**config.mk**
```make
export PLATFORM = sky130hd
export DESIGN_NAME = adc_ddr_deinterleave
export DESIGN_NICKNAME = d
export VERILOG_FILES = /design/src/rtl/adc_cap_pkg.sv /design/src/rtl/ddr_half_capture.sv /design/src/rtl/lane_merge.sv /design/src/rtl/capture_ctrl.sv /design/src/rtl/status_sticky.sv /design/src/rtl/adc_ddr_deinterleave.sv
export SDC_FILE = /design/constraint.sdc
export NUM_CORES = 1
export LEC_CHECK = 0
export BUFFER_PORTS_ARGS = -buffer_cell sky130_fd_sc_hd__buf_4
export CORE_MARGIN = 5
export CORE_UTILIZATION = 52
export CTS_CLUSTER_DIAMETER = 100
export DETAILED_ROUTE_END_ITERATION = 10
export PLACE_DENSITY = 0.77
export SYNTH_ARGS = -nofsm -noshare
export SYNTH_HDL_FRONTEND = slang
export SYNTH_SLANG_ARGS = --single-unit
```
**constraint.sdc**
```tcl
create_clock -name clk -period 1.5 [get_ports clk]
set_clock_uncertainty 0.15 [all_clocks]
set_input_delay 0.075 -clock clk [delete_from_list [all_inputs] [get_ports clk]]
set_output_delay 0.075 -clock clk [all_outputs]
set_load 0.02 [all_outputs]
```
**src/rtl/adc_cap_pkg.sv**
```systemverilog
package adc_cap_pkg;

   typedef enum logic {
      CAP_IDLE = 1'b0,
      CAP_RUN  = 1'b1
   } cap_state_e;

   // Bit count of a counter able to hold the value n
   function automatic int cnt_bits(input int n);
      return (n < 2) ? 1 : $clog2(n + 1);
   endfunction

endpackage

```
**src/rtl/ddr_half_capture.sv**
```systemverilog
module ddr_half_capture #(
   parameter int LANES = 8
) (
   input  logic             clk,
   input  logic             rst_n,
   input  logic [LANES-1:0] lane_in,
   input  logic             ovr_in,
   output logic [LANES-1:0] rise_q,
   output logic [LANES-1:0] fall_q,
   output logic             ovr_q
);

   initial begin
      if (LANES < 1) $error("ddr_half_capture: LANES must be at least 1");
   end

   // Rising half and its over-range flag are held for a full cycle
   always_ff @(posedge clk or negedge rst_n) begin
      if (!rst_n) begin
         rise_q <= '0;
         ovr_q  <= 1'b0;
      end else begin
         rise_q <= lane_in;
         ovr_q  <= ovr_in;
      end
   end

   // Falling half arrives half a cycle later, ready for the next rising edge
   always_ff @(negedge clk or negedge rst_n) begin
      if (!rst_n) fall_q <= '0;
      else        fall_q <= lane_in;
   end

endmodule

```
**src/rtl/lane_merge.sv**
```systemverilog
module lane_merge #(
   parameter int LANES    = 8,
   parameter bit HAS_SWAP = 1'b1,
   localparam int SW      = 2 * LANES
) (
   input  logic [LANES-1:0] rise_half,
   input  logic [LANES-1:0] fall_half,
   input  logic             swap,
   output logic [SW-1:0]    sample
);

   initial begin
      if (LANES < 1) $error("lane_merge: LANES must be at least 1");
   end

   logic [LANES-1:0] odd_src;
   logic [LANES-1:0] even_src;

   generate
      if (HAS_SWAP) begin : g_swap
         assign odd_src  = swap ? fall_half : rise_half;
         assign even_src = swap ? rise_half : fall_half;
      end else begin : g_fixed
         logic unused_swap;
         assign unused_swap = swap;
         assign odd_src     = rise_half;
         assign even_src    = fall_half;
      end
   endgenerate

   generate
      for (genvar i = 0; i < LANES; i++) begin : g_bit
         assign sample[2*i+1] = odd_src[i];
         assign sample[2*i]   = even_src[i];
      end
   endgenerate

endmodule

```
**src/rtl/capture_ctrl.sv**
```systemverilog
module capture_ctrl
   import adc_cap_pkg::*;
#(
   parameter int CAPTURE_LEN = 16,
   localparam int CW         = cnt_bits(CAPTURE_LEN)
) (
   input  logic clk,
   input  logic rst_n,
   input  logic cap_start,
   output logic run
);

   initial begin
      if (CAPTURE_LEN < 1) $error("capture_ctrl: CAPTURE_LEN must be at least 1");
   end

   localparam logic [CW-1:0] LAST = CW'(CAPTURE_LEN - 1);

   cap_state_e    state;
   logic [CW-1:0] taken;

   always_ff @(posedge clk or negedge rst_n) begin
      if (!rst_n) begin
         state <= CAP_IDLE;
         taken <= '0;
      end else begin
         unique case (state)
            CAP_IDLE: begin
               if (cap_start) begin
                  state <= CAP_RUN;
                  taken <= '0;
               end
            end
            CAP_RUN: begin
               if (taken == LAST) begin
                  state <= CAP_IDLE;
                  taken <= '0;
               end else begin
                  taken <= taken + 1'b1;
               end
            end
            default: state <= CAP_IDLE;
         endcase
      end
   end

   assign run = (state == CAP_RUN);

   assert_start_needed_R3: assert property (@(posedge clk) disable iff (!rst_n)
      $rose(run) |-> $past(cap_start));

   assert_count_bound_R4: assert property (@(posedge clk) disable iff (!rst_n)
      taken <= LAST);

   assert_no_restart_R5: assert property (@(posedge clk) disable iff (!rst_n)
      (run && taken != '0) |-> (taken == $past(taken) + 1'b1));

endmodule

```
**src/rtl/status_sticky.sv**
```systemverilog
module status_sticky #(
   parameter int NFLAGS = 2
) (
   input  logic              clk,
   input  logic              rst_n,
   input  logic [NFLAGS-1:0] set,
   input  logic [NFLAGS-1:0] clr,
   output logic [NFLAGS-1:0] flag
);

   initial begin
      if (NFLAGS < 1) $error("status_sticky: NFLAGS must be at least 1");
   end

   generate
      for (genvar b = 0; b < NFLAGS; b++) begin : g_flag
         // A set in the same cycle as a clear wins, so no event is lost
         always_ff @(posedge clk or negedge rst_n) begin
            if (!rst_n)      flag[b] <= 1'b0;
            else if (set[b]) flag[b] <= 1'b1;
            else if (clr[b]) flag[b] <= 1'b0;
         end

         assert_flag_hold_R6: assert property (@(posedge clk) disable iff (!rst_n)
            (flag[b] && !clr[b]) |=> flag[b]);
      end
   endgenerate

endmodule

```
**src/rtl/adc_ddr_deinterleave.sv**
```systemverilog
module adc_ddr_deinterleave #(
   parameter int LANES       = 8,
   parameter int CAPTURE_LEN = 16,
   parameter bit HAS_SWAP    = 1'b1,
   localparam int SW         = 2 * LANES
) (
   input  logic             clk,
   input  logic             rst_n,
   input  logic [LANES-1:0] lane_in,
   input  logic             ovr_in,
   input  logic             edge_swap,
   input  logic             cap_start,
   input  logic             ovf_clr,
   input  logic             ovr_clr,
   output logic [SW-1:0]    out_data,
   output logic             out_ovr,
   output logic             out_valid,
   input  logic             out_ready,
   output logic             sticky_ovf,
   output logic             sticky_ovr
);

   initial begin
      if (LANES < 1)       $error("adc_ddr_deinterleave: LANES must be at least 1");
      if (CAPTURE_LEN < 1) $error("adc_ddr_deinterleave: CAPTURE_LEN must be at least 1");
   end

   localparam int F_OVF = 0;
   localparam int F_OVR = 1;

   logic [LANES-1:0] rise_q;
   logic [LANES-1:0] fall_q;
   logic             ovr_q;
   logic [SW-1:0]    merged;
   logic             run;
   logic             pend_q;
   logic [1:0]       flag_set;
   logic [1:0]       flag_clr;
   logic [1:0]       flags;

   ddr_half_capture #(.LANES(LANES)) u_cap (
      .clk     (clk),
      .rst_n   (rst_n),
      .lane_in (lane_in),
      .ovr_in  (ovr_in),
      .rise_q  (rise_q),
      .fall_q  (fall_q),
      .ovr_q   (ovr_q)
   );

   lane_merge #(.LANES(LANES), .HAS_SWAP(HAS_SWAP)) u_merge (
      .rise_half (rise_q),
      .fall_half (fall_q),
      .swap      (edge_swap),
      .sample    (merged)
   );

   capture_ctrl #(.CAPTURE_LEN(CAPTURE_LEN)) u_ctrl (
      .clk       (clk),
      .rst_n     (rst_n),
      .cap_start (cap_start),
      .run       (run)
   );

   // pend_q marks that the rising half in rise_q belongs to the capture
   always_ff @(posedge clk or negedge rst_n) begin
      if (!rst_n) begin
         pend_q    <= 1'b0;
         out_valid <= 1'b0;
         out_ovr   <= 1'b0;
         out_data  <= '0;
      end else begin
         pend_q    <= run;
         out_valid <= pend_q;
         if (pend_q) begin
            out_data <= merged;
            out_ovr  <= ovr_q;
         end else begin
            out_ovr  <= 1'b0;
         end
      end
   end

   assign flag_set[F_OVF] = out_valid && !out_ready;
   assign flag_set[F_OVR] = out_valid && out_ovr;
   assign flag_clr[F_OVF] = ovf_clr;
   assign flag_clr[F_OVR] = ovr_clr;

   status_sticky #(.NFLAGS(2)) u_status (
      .clk   (clk),
      .rst_n (rst_n),
      .set   (flag_set),
      .clr   (flag_clr),
      .flag  (flags)
   );

   assign sticky_ovf = flags[F_OVF];
   assign sticky_ovr = flags[F_OVR];

   assert_valid_in_capture_R4: assert property (@(posedge clk) disable iff (!rst_n)
      out_valid |-> $past(run, 2));

   assert_no_overflow_R6: assert property (@(posedge clk) disable iff (!rst_n)
      (out_valid && !out_ready) |=> sticky_ovf);

   assert_overrange_flag_R7: assert property (@(posedge clk) disable iff (!rst_n)
      (out_valid && out_ovr) |=> sticky_ovr);

   assert_ovr_only_valid_R8: assert property (@(posedge clk) disable iff (!rst_n)
      out_ovr |-> out_valid);

endmodule

```
==> qor.tcl <==
set qor(vias) 1109
set qor(criticalPathCategory) {reg2reg}
set qor(tritoncts_num_sinks) 44
set qor(syn2layout_area_growth_pct) 28.2
set qor(ioPinCount) 36
set qor(final-instance-count-excl-fill) 211
set qor(synthMuxAreaShare_pct) 9.93
set qor(pwr_density_cell_nw_per_um2) 1560
set qor(power.ir.vdd_worst_mv) 0.909
set qor(setup.worst_path.end) {out_data[9]$_DFFE_PN0P_}
set qor(final-max-slew-violation-count) 0
set qor(insertion_delay_ps) 350
set qor(post_drt_via_cell_ratio) 5.26
set qor(grt_pass1_wl_mm) 5.05
set qor(antenna_found_initial) 0
set qor(critical_path_origin) {u_cap.fall_q[4]$_DFF_NN0_}
set qor(max-slew-margin-rel_pct) 76.4
set qor(drive_gt1_share_pct) 24.7
set qor(vias_in_the_first_global_route) 1167
set qor(start_kind) {register}
set qor(maxCapViolations) 0
set qor(report.final.setup_viol) 16
set qor(cts_tree) {done}
set qor(postSynthNetCount) 143
set qor(post_synth.cell_area_avg_sq_um) 12.8
set qor(cp_slowest_stage_delay_ps) 430
set qor(grt_start_max_net_pins) 35
set qor(critical_path.cell_chain) {mux2i_1, a21oi_1}
set qor(crit-reg2reg-launch) {u_cap.fall_q[4]$_DFF_NN0_}
set qor(outcome) {finished, violations left}
set qor(cts_max_level) 2
set qor(die_x_um) 65.7
set qor(clk_transition_reported_paths_ps) 120
set qor(place.detailed.hpwl_mm) 2.11
set qor(cell_total_after_placement) 190
set qor(worst_setup_path_end_kind) {register}
set qor(timing_worst_slew_pin_value_ps) 354
set qor(rows) 20
set qor(drc) 0
set qor(detailed_place.area_sq_um) 1880
set qor(wire_per_inst_um) 14.1
set qor(cp_top_family) {flip-flops}
set qor(io_buffers) 35
set qor(worst-path-stages) 2
set qor(initial_utilization_pct) 53.7
set qor(ys_ff_latch) 44
set qor(core-area_sq_um) 3000
set qor(worst_hold_class) {in2async}
set qor(routability_congestion) 0.718
set qor(synth_compound_gate_area_share_pct) 8.53
set qor(postLayoutCoreUtil_pct) 68.9
set qor(critPathSlowestCell) {sky130_fd_sc_hd__dfrtn_1}
set qor(post_synth_and_or_nand_nor_area_fraction_pct) 7.45
set qor(antenna_left) 0
set qor(crit_required_ps) 1630
set qor(antennaDiodeCount) 0
set qor(critical_path.reg2reg.endpoint) {out_data[9]$_DFFE_PN0P_}
set qor(arrival_ps) 1730
set qor(layout.filler_cells) 230
set qor(grt_util_all_layers_pct) 16.0
set qor(dr.first_iter.drc_count) 44
set qor(synth_xor_xnor_area_share_pct) 0.543
set qor(grt_remaining_overflow) 0
set qor(drt_first_pass_iters) 4
set qor(top_layer_used) {met4}
set qor(num-nets-final) 195
set qor(worst_slack_ps) -93.0
set qor(worstPathBufferInverterCount) 0
set qor(synth.yosys.seq_area_share_pct) 68.3
set qor(synth_adder_area_share_pct) 0.776
set qor(cts_setup_buffers) 0
set qor(met1Wirelength_mm) 1.10
set qor(final_cell_area_sq_um) 2070
set qor(highest_count_cells_in_the_layout_ignoring_fill_and_taps) {sky130_fd_sc_hd__buf_4, sky130_fd_sc_hd__dfrtp_1, sky130_fd_sc_hd__nor2_1}
set qor(netlist-cell-type-count) 26
set qor(worst-path-max-fanout) 2
set qor(met3_wirelength_um) 208
set qor(setup_repair_after_global_routing_missed_its_margin) {yes}
set qor(drt_wl_total_mm) 2.98
set qor(failing_checks) {negative setup slack}
set qor(post_synth_instance_area_sq_um) 1610
set qor(yosys_warnings) 0
set qor(die_y_um) 65.7
set qor(cell_at_the_root_of_the_clock_tree) {sky130_fd_sc_hd__clkbuf_4}
set qor(p_leak_uw) 0.000996
set qor(cts-buffers-inserted) 5
set qor(synth_cells) 126
set qor(wl_met2_mm) 1.65
set qor(dominant_combinational_cell_family_by_area_after_synthesis) {multiplexers}
set qor(dieArea_sq_um) 4320
set qor(buffer_levels_on_the_longest_clock_path) 2
set qor(timing.reg2reg.setup_slack_ps) -90
set qor(layout.cells.most_common) {sky130_fd_sc_hd__buf_4}
set qor(rr_worst_depth) 2
set qor(timing_hold_violations_final) 0
==> layout make-up <==
type / count / area [sq um] / area share, %
multi-input combinational: 71 / 439 / 21.2
sequential: 44 / 1100 / 53.2
timing repair buffer: 52 / 425 / 20.6
clock inverter: 1 / 5.00 / 0.242
tap: 33 / 41.3 / 2.00
clock buffer: 6 / 41.3 / 2.00
inverter: 4 / 15.0 / 0.726
==> flip-flops by register name (all words and copies together), names as in the netlist, 2 cells and up <==
register / cells
out_data: 16
u_cap.fall_q: 8
u_cap.rise_q: 8
u_ctrl.taken: 5
u_status.flag: 2
==> cell usage after synthesis <==
cell | n | share of area [%]
sky130_fd_sc_hd__dfrtp_1 | 36 | 56
sky130_fd_sc_hd__nor2_1 | 17 | 4.0
sky130_fd_sc_hd__a21oi_1 | 16 | 5.0
sky130_fd_sc_hd__mux2i_1 | 16 | 9.9
sky130_fd_sc_hd__dfrtn_1 | 8 | 12
sky130_fd_sc_hd__nand2_1 | 5 | 1.2
sky130_fd_sc_hd__inv_1 | 4 | 0.93
sky130_fd_sc_hd__o21ai_0 | 4 | 1.2
sky130_fd_sc_hd__buf_2 | 2 | 0.62
sky130_fd_sc_hd__nand2b_1 | 2 | 0.78
sky130_fd_sc_hd__a22o_1 | 1 | 0.54
sky130_fd_sc_hd__a31oi_1 | 1 | 0.39
sky130_fd_sc_hd__a41oi_1 | 1 | 0.54
sky130_fd_sc_hd__and2_1 | 1 | 0.39
sky130_fd_sc_hd__and3_1 | 1 | 0.39
sky130_fd_sc_hd__buf_12 | 1 | 1.2
sky130_fd_sc_hd__buf_4 | 1 | 0.47
sky130_fd_sc_hd__buf_6 | 1 | 0.70
sky130_fd_sc_hd__clkbuf_1 | 1 | 0.23
sky130_fd_sc_hd__clkbuf_2 | 1 | 0.31
sky130_fd_sc_hd__ha_1 | 1 | 0.78
sky130_fd_sc_hd__nand3_1 | 1 | 0.31
sky130_fd_sc_hd__nor3b_1 | 1 | 0.47
sky130_fd_sc_hd__o22ai_1 | 1 | 0.39
sky130_fd_sc_hd__o31ai_1 | 1 | 0.47
sky130_fd_sc_hd__xor2_1 | 1 | 0.54
==> worst min-delay path by stage <==
stage                                    to  slack [ps]  cells past startpoint
2_1_floorplan       out_data[0]$_DFFE_PN0P_        -370                      0
3_3_place_gp   u_status.flag[0]$_DFFE_PN0P_        -150                      1
3_5_place_dp   u_status.flag[0]$_DFFE_PN0P_        -130                      1
4_1_cts            out_data[14]$_DFFE_PN0P_          10                      2
5_1_grt            out_data[10]$_DFFE_PN0P_          30                      2
6_report       u_status.flag[0]$_DFFE_PN0P_          10                      2
==> kinds of logic (layout without fill, tap and decap cells) <==
kind of cell	Yosys count	count (layout)
AOI/OAI and AO/OA	25	25
xor gates and xnor gates	1	1
adders and majority gates	1	1
buffers and inverters	11	63
DFF	44	44
muxes	16	16
and+or+nand+nor	28	28
==> repair_timing <==
item                       CTS  global route
resized for setup            0             1
setup endpoints to repair   16            18
hold endpoints to repair    53             0
gates cloned                 0             0
hold buffers                14             0
pin swaps                    1             2
==> routing by layer <==
layer  GRT usage, %  vias up
li1               -      529
met1           16.7      539
met2           29.9       39
met3           3.59        2
met4           6.99        0
met5              0        -
==> power breakdown <==
group          total, uW  internal [uW]  switching [uW]
logic               1070            474             593
registers           1650           1450             194
clock network        518            173             345
==> per-stage QoR <==
stage	setup slack (ps)	power (uW)	setup TNS, ps	hold WS, ps
after floorplan	-33.9	2270	-440	-371
after global placement	-60.8	2640	-673	-147
after detailed placement	-107	2720	-1300	-133
after CTS	-96.1	3270	-1190	13.0
after global routing	-155	3430	-1880	28.3
final	-93.0	3230	-1110	13.6
Power figures use the tool's default switching activity.
